[src/rtl/fold_delay_line.sv]
module fold_delay_line #(
  parameter int W    = 8,
  parameter int NTAP = 8,
  parameter int MAXD = 16,
  localparam int LW  = $clog2(MAXD),
  localparam int NST = 2 * NTAP
) (
  input  logic              clk,
  input  logic              rst_n,
  input  logic              clr,
  input  logic [LW-1:0]     len,
  input  logic              odd_tap,
  input  logic [W-1:0]      din,
  output logic [NTAP*W-1:0] fwd_taps,
  output logic [NTAP*W-1:0] rev_taps
);

  logic [W-1:0]  mem  [NST][MAXD];
  logic [W-1:0]  sin  [NST];
  logic [W-1:0]  sout [NST];
  logic [W-1:0]  turn;
  logic [LW-1:0] len_q;
  logic [LW:0]   depth;
  logic [LW-1:0] idx;
  logic          wipe;

  assign depth = (len_q == '0) ? (LW+1)'(MAXD) : {1'b0, len_q};
  assign idx   = LW'(depth - 1'b1);
  assign wipe  = clr || (len != len_q);

  always_comb begin
    if (!odd_tap)        turn = sout[NTAP-1];
    else if (depth == 1) turn = sin[NTAP-1];
    else                 turn = mem[NTAP-1][LW'(depth - 2'd2)];
  end

  generate
    for (genvar s = 0; s < NST; s++) begin : g_link
      assign sout[s] = mem[s][idx];
      if (s == 0)         begin : g_head assign sin[s] = din;        end
      else if (s == NTAP) begin : g_turn assign sin[s] = turn;       end
      else                begin : g_next assign sin[s] = sout[s-1];  end
    end
    for (genvar k = 0; k < NTAP; k++) begin : g_out
      assign fwd_taps[k*W +: W] = sout[k];
      assign rev_taps[k*W +: W] = sout[NTAP+k];
    end
  endgenerate

  always_ff @(posedge clk or negedge rst_n) begin
    if (!rst_n) begin
      len_q <= LW'(1);
      for (int s = 0; s < NST; s++)
        for (int i = 0; i < MAXD; i++) mem[s][i] <= '0;
    end else begin
      len_q <= len;
      for (int s = 0; s < NST; s++) begin
        if (wipe) begin
          for (int i = 0; i < MAXD; i++) mem[s][i] <= '0;
        end else begin
          mem[s][0] <= sin[s];
          for (int i = 1; i < MAXD; i++) mem[s][i] <= mem[s][i-1];
        end
      end
    end
  end

  p_clr_zero_r6: assert property (@(posedge clk) disable iff (!rst_n)
    clr |=> (fwd_taps == '0 && rev_taps == '0));

  p_len_wipe_r7: assert property (@(posedge clk) disable iff (!rst_n)
    (len != len_q) |=> (fwd_taps == '0 && rev_taps == '0 && len_q == $past(len)));

  p_fwd_shift_r3: assert property (@(posedge clk) disable iff (!rst_n)
    (!wipe && len_q == LW'(1)) |=> (sout[1] == $past(sout[0]) && sout[0] == $past(din)));

  p_even_turn_r4: assert property (@(posedge clk) disable iff (!rst_n)
    (!wipe && len_q == LW'(1) && !odd_tap) |=> (sout[NTAP] == $past(sout[NTAP-1])));

  p_odd_turn_r5: assert property (@(posedge clk) disable iff (!rst_n)
    (!wipe && len_q == LW'(1) && odd_tap) |=> (sout[NTAP] == $past(sout[NTAP-2])));

  p_rev_shift_r4: assert property (@(posedge clk) disable iff (!rst_n)
    (!wipe && len_q == LW'(1)) |=> (sout[NTAP+1] == $past(sout[NTAP])));

endmodule

[config.mk]
export PLATFORM = sky130hd
export DESIGN_NAME = fold_delay_line
export DESIGN_NICKNAME = d
export VERILOG_FILES = /design/src/rtl/fold_delay_line.sv
export SDC_FILE = /design/constraint.sdc
export NUM_CORES = 2
export LEC_CHECK = 0
export BUFFER_PORTS_ARGS = -buffer_cell sky130_fd_sc_hd__buf_2
export CAP_MARGIN = 20
export CORE_MARGIN = 5
export CORE_UTILIZATION = 50
export DETAILED_ROUTE_END_ITERATION = 6
export PLACE_DENSITY = 0.66
export SKIP_LAST_GASP = 1
export SLEW_MARGIN = 20
export SYNTH_ARGS = -nofsm -noshare
export SYNTH_HDL_FRONTEND = slang
export SYNTH_SLANG_ARGS = --single-unit
[constraint.sdc]
create_clock -name clk -period 8.5 [get_ports clk]
set_clock_uncertainty 0.1 [all_clocks]
set_input_delay 0.425 -clock clk [delete_from_list [all_inputs] [get_ports clk]]
set_output_delay 0.425 -clock clk [all_outputs]
set_load 0.05 [all_outputs]
==> flow_results.xml <==
<?xml version="1.0" encoding="UTF-8"?>
<metrics>
  <group name="logic_synthesis">
    <metric name="post_synth_mux_area_share" unit="%">17.18</metric>
    <metric name="combinational_family_with_the_most_area_after_synthesis" unit="">multiplexers</metric>
    <metric name="synth_xor_area_share" unit="%">0.07368</metric>
    <metric name="synth_adder_area_share" unit="%">0.07518</metric>
    <metric name="yosysWarnings" unit="">0</metric>
    <metric name="synthesis.area_per_instance" unit="um2">14.23</metric>
    <metric name="postSynthCellCount" unit="">5848</metric>
    <metric name="ys.flop_type" unit="">sky130_fd_sc_hd__dfrtp_1</metric>
    <metric name="netlist-cell-type-count" unit="">69</metric>
    <metric name="post_synth_and_or_nand_nor_area_fraction" unit="%">16.71</metric>
    <metric name="synth-edff-count" unit="">0</metric>
    <metric name="synth.yosys.seq_area_share" unit="%">61.71</metric>
    <metric name="post_synthesis_net_count" unit="">5869</metric>
    <metric name="syn-cell-area" unit="um2">83210</metric>
    <metric name="async_reset_ff_share" unit="%">100.0</metric>
    <metric name="ys_seq_elements" unit="">2052</metric>
    <metric name="synth_compound_gate_area_share" unit="%">2.030</metric>
  </group>
  <group name="timing">
    <metric name="grt_setup_unrepaired" unit="">false</metric>
    <metric name="final.setup.tns" unit="ns">0</metric>
    <metric name="hold_slack" unit="ns">0.1649</metric>
    <metric name="timing.fmax" unit="MHz">154.4</metric>
    <metric name="drv_slew" unit="">0</metric>
    <metric name="worst-slew-pin-transition" unit="ns">1.123</metric>
    <metric name="post-route-min-period" unit="ns">6.478</metric>
    <metric name="hold_viol" unit="">0</metric>
    <metric name="slew_headroom" unit="%">25.15</metric>
    <metric name="setup_viol" unit="">0</metric>
    <metric name="period_share" unit="%">76.21</metric>
  </group>
  <group name="power">
    <metric name="power_leakage" unit="nW">45.20</metric>
    <metric name="total_power" unit="mW">20.02</metric>
    <metric name="share_clk_of_total_power" unit="%">46.1</metric>
    <metric name="p_int" unit="mW">15.47</metric>
    <metric name="combPwrFrac" unit="%">5.0</metric>
    <metric name="switching_power" unit="mW">4.552</metric>
    <metric name="irDropWorstVdd" unit="mV">0.2120</metric>
    <metric name="p_sw_share" unit="%">22.74</metric>
    <metric name="pwr-share-seq" unit="%">48.8</metric>
    <metric name="power.density" unit="nW/um2">215.2</metric>
  </group>
  <group name="global_routing">
    <metric name="globalRouteTotalUtil" unit="%">19.64</metric>
    <metric name="grt_first_pass_wirelength" unit="um">275200</metric>
    <metric name="antenna_found_initial" unit="">8</metric>
    <metric name="gr-total-overflow" unit="">0</metric>
    <metric name="grt_start_max_net_pins" unit="">304</metric>
    <metric name="first_global_vias" unit="">47566</metric>
  </group>
  <group name="route">
    <metric name="met3_wirelength" unit="um">7428</metric>
    <metric name="dr_total_vias" unit="">44436</metric>
    <metric name="vias_per_cell" unit="">5.402</metric>
    <metric name="drt_first_iter_violations" unit="">4124</metric>
    <metric name="routed_wirelength" unit="um">166000</metric>
    <metric name="routed.top_layer" unit="">met5</metric>
    <metric name="post_drt_wl_per_cell" unit="um">20.18</metric>
    <metric name="route.detailed.drc" unit="">0</metric>
    <metric name="routedLengthMet1" unit="um">77590</metric>
    <metric name="met2WireLength" unit="um">75940</metric>
    <metric name="ant_nets" unit="">0</metric>
    <metric name="drtPass1Iterations" unit="">5</metric>
  </group>
  <group name="place">
    <metric name="portBuffers" unit="">143</metric>
    <metric name="half_perimeter_wire_length_after_detailed_placement" unit="um">93670</metric>
    <metric name="placement.cell_area" unit="um2">85800</metric>
    <metric name="gp_routability_congestion" unit="">0.7920</metric>
  </group>
  <group name="critical_path">
    <metric name="critical_setup_path_class" unit="">flip-flop to output port</metric>
    <metric name="startpoint_type" unit="">flip-flop</metric>
    <metric name="cp_cell_sequence" unit="">inv_1 &gt; ha_1 &gt; or3b_4 &gt; nand2_8 &gt; buf_4 &gt; buf_4 &gt; mux4_2 &gt; mux2i_1 &gt; mux2i_1 &gt; buf_2</metric>
    <metric name="max_stage_delay" unit="ns">0.71</metric>
    <metric name="crit_path_end_kind" unit="">output port</metric>
    <metric name="worst-endpoint-arrival" unit="ns">5.95</metric>
    <metric name="crit_fanout" unit="">70</metric>
    <metric name="worst_ep_required_time" unit="ns">7.98</metric>
    <metric name="crit_slowest_cell" unit="">sky130_fd_sc_hd__buf_4</metric>
  </group>
  <group name="clocking">
    <metric name="cts.sinks" unit="">2052</metric>
    <metric name="cts_buffers" unit="">206</metric>
    <metric name="cts.repair.resized" unit="">0</metric>
    <metric name="path_clk_slew" unit="ns">0.06</metric>
    <metric name="post_cts_buffers" unit="">0</metric>
    <metric name="ctsLongestPathBuffers" unit="">3</metric>
    <metric name="htree_levels" unit="">4</metric>
    <metric name="clock_insertion_delay_worst_skew" unit="ns">0.82</metric>
    <metric name="cts_root_buf" unit="">sky130_fd_sc_hd__clkbuf_16</metric>
    <metric name="cts.hold.buffers_added" unit="">15</metric>
    <metric name="clock_tree_from_tritoncts" unit="">done</metric>
  </group>
  <group name="hold_path">
    <metric name="hold_class" unit="">input pin to async pin</metric>
  </group>
  <group name="floorplan">
    <metric name="rows" unit="">149</metric>
    <metric name="core-area" unit="um2">165200</metric>
    <metric name="start_util" unit="%">50.38</metric>
    <metric name="floorplan.io_pins" unit="">144</metric>
    <metric name="die_width" unit="um">418.0</metric>
    <metric name="die_area" unit="um2">174700</metric>
    <metric name="die_height" unit="um">418.0</metric>
  </group>
  <group name="finish">
    <metric name="final_net_count" unit="">5889</metric>
    <metric name="finalInstanceArea" unit="um2">93020</metric>
    <metric name="fillCellCount" unit="">13237</metric>
    <metric name="layout.core_utilization" unit="%">56.32</metric>
    <metric name="final_layout_size_suffix_gt1_share" unit="%">17.53</metric>
    <metric name="area_delta_synth_final" unit="%">11.79</metric>
  </group>
  <group name="run_status">
    <metric name="outcome" unit="">completed</metric>
  </group>
  <group name="run">
    <metric name="max_cap_viol_count" unit="">0</metric>
  </group>
</metrics>
==> area by class of cell <==
class | count | area [um2] | share of cell area (%)
sequential | 2052 | 51350 | 55.21
clock buffer | 312 | 6126 | 6.586
timing repair buffer | 234 | 1775 | 1.909
tap | 2189 | 2739 | 2.944
multi-input combinational | 3361 | 30080 | 32.34
antenna | 1 | 2.502 | 0.002690
inverter | 13 | 56.30 | 0.06053
clock inverter | 64 | 887.1 | 0.9537
==> kinds of logic after synthesis <==
kind of cell,Yosys count
simple gates,2283
fa+ha+maj,5
mux,823
compound gates,243
flops,2052
buf+inv,435
xor+xnor,7
==> critical path: cells and delay by family, from the launching register on <==
family	cells	cell delay [ns]
flops	1	0.61
mux	3	0.93
fa+ha+maj	1	0.36
simple gates	2	1.27
buf+inv	4	1.82
==> per-layer routing <==
metal  track usage (%)  up-vias
li1                  -    19919
met4             6.139        6
met5                 0        -
met3             3.928      291
met1             29.08    23522
met2             29.76      698
==> power by group through the flow <==
stage / combinational [mW] / clock [mW] / sequential (mW)
final: 1.01 / 9.23 / 9.78
after CTS: 1.04 / 9.50 / 9.78
after global placement: 1.03 / 0 / 9.96
after detailed placement: 1.03 / 0 / 9.96
after floorplan: 0.591 / 0 / 9.95
after global routing: 1.11 / 9.90 / 9.77
==> synth_stat cells, types with 4 or more instances <==
| cell | n | area [um2] |
|---|---|---|
| sky130_fd_sc_hd__dfrtp_1 | 2051 | 51320 |
| sky130_fd_sc_hd__and2_1 | 2039 | 12760 |
| sky130_fd_sc_hd__mux4_2 | 483 | 10880 |
| sky130_fd_sc_hd__mux2i_1 | 331 | 3313 |
| sky130_fd_sc_hd__clkbuf_1 | 313 | 1175 |
| sky130_fd_sc_hd__nand2_1 | 108 | 405.4 |
| sky130_fd_sc_hd__buf_2 | 64 | 320.3 |
| sky130_fd_sc_hd__a21oi_1 | 53 | 265.3 |
| sky130_fd_sc_hd__nor2_1 | 36 | 135.1 |
| sky130_fd_sc_hd__o21ai_0 | 31 | 155.2 |
| sky130_fd_sc_hd__nand3_1 | 30 | 150.1 |
| sky130_fd_sc_hd__buf_1 | 23 | 86.33 |
| sky130_fd_sc_hd__a31oi_1 | 22 | 137.6 |
| sky130_fd_sc_hd__and3_1 | 21 | 131.4 |
| sky130_fd_sc_hd__a22oi_1 | 17 | 127.6 |
| sky130_fd_sc_hd__a211oi_1 | 15 | 112.6 |
| sky130_fd_sc_hd__buf_4 | 15 | 112.6 |
| sky130_fd_sc_hd__a311oi_1 | 13 | 113.9 |
| sky130_fd_sc_hd__a221oi_1 | 12 | 105.1 |
| sky130_fd_sc_hd__inv_1 | 12 | 45.04 |
| sky130_fd_sc_hd__nand2b_1 | 11 | 68.82 |
| sky130_fd_sc_hd__nor2b_1 | 10 | 62.56 |
| sky130_fd_sc_hd__o22ai_1 | 10 | 62.56 |
| sky130_fd_sc_hd__mux2_2 | 9 | 101.4 |
| sky130_fd_sc_hd__nor3_1 | 9 | 45.04 |
| sky130_fd_sc_hd__a2111oi_0 | 8 | 70.07 |
| sky130_fd_sc_hd__o2111ai_1 | 7 | 61.31 |
| sky130_fd_sc_hd__o211ai_1 | 6 | 45.04 |
| sky130_fd_sc_hd__o221ai_1 | 6 | 52.55 |
| sky130_fd_sc_hd__ha_1 | 5 | 62.56 |
| sky130_fd_sc_hd__xnor2_1 | 5 | 43.79 |
| sky130_fd_sc_hd__a211o_1 | 4 | 35.03 |
| sky130_fd_sc_hd__a21o_1 | 4 | 30.03 |
| sky130_fd_sc_hd__nor4b_1 | 4 | 35.03 |
| sky130_fd_sc_hd__or2_2 | 4 | 25.02 |
==> per-stage QoR <==
step / worst slack [ns] / instances
finish: 2.022 / 8226
global route: 1.454 / 8225
CTS: 1.767 / 8223
detailed placement: 2.679 / 7832
global placement: 2.772 / 7832
floorplan: 4.102 / 5848
==> placed cells by master, fill, tap and decap left out, types with 17 or more instances in the layout <==
master,instances
sky130_fd_sc_hd__a21oi_1,53
sky130_fd_sc_hd__a22oi_1,17
sky130_fd_sc_hd__a31oi_1,22
sky130_fd_sc_hd__and2_1,2039
sky130_fd_sc_hd__and3_1,21
sky130_fd_sc_hd__buf_12,25
sky130_fd_sc_hd__buf_2,142
sky130_fd_sc_hd__buf_4,50
sky130_fd_sc_hd__clkbuf_1,51
sky130_fd_sc_hd__clkbuf_16,208
sky130_fd_sc_hd__clkbuf_8,53
sky130_fd_sc_hd__clkinv_2,30
sky130_fd_sc_hd__dfrtp_1,2051
sky130_fd_sc_hd__mux2i_1,331
sky130_fd_sc_hd__mux4_2,483
sky130_fd_sc_hd__nand2_1,107
sky130_fd_sc_hd__nand3_1,30
sky130_fd_sc_hd__nor2_1,35
sky130_fd_sc_hd__o21ai_0,31
==> registers in the layout (all words and copies together) (netlist names) <==
| signal | flops |
|---|---|
| len_q | 4 |
| mem | 2048 |
==> path summary, 6_finish.rpt <==
path,startpoint,to,slack [ns],depth (start not counted)
worst min register to register,mem[832]$_DFF_PN0_,mem[824]$_DFF_PN0_,0.35,1
worst max-delay path,len_q[0]$_DFF_PN1_,fwd_taps[44],2.02,10
min in group clk,din[4],mem[2044]$_DFF_PN0_,0.25,3
max in group asynchronous,rst_n,mem[274]$_DFF_PN0_,5.89,5
worst min-delay path,rst_n,mem[1948]$_DFF_PN0_,0.16,2
worst max register to register,len_q[0]$_DFF_PN1_,mem[1276]$_DFF_PN0_,3.23,10
(Power assumes the default switching activity.)
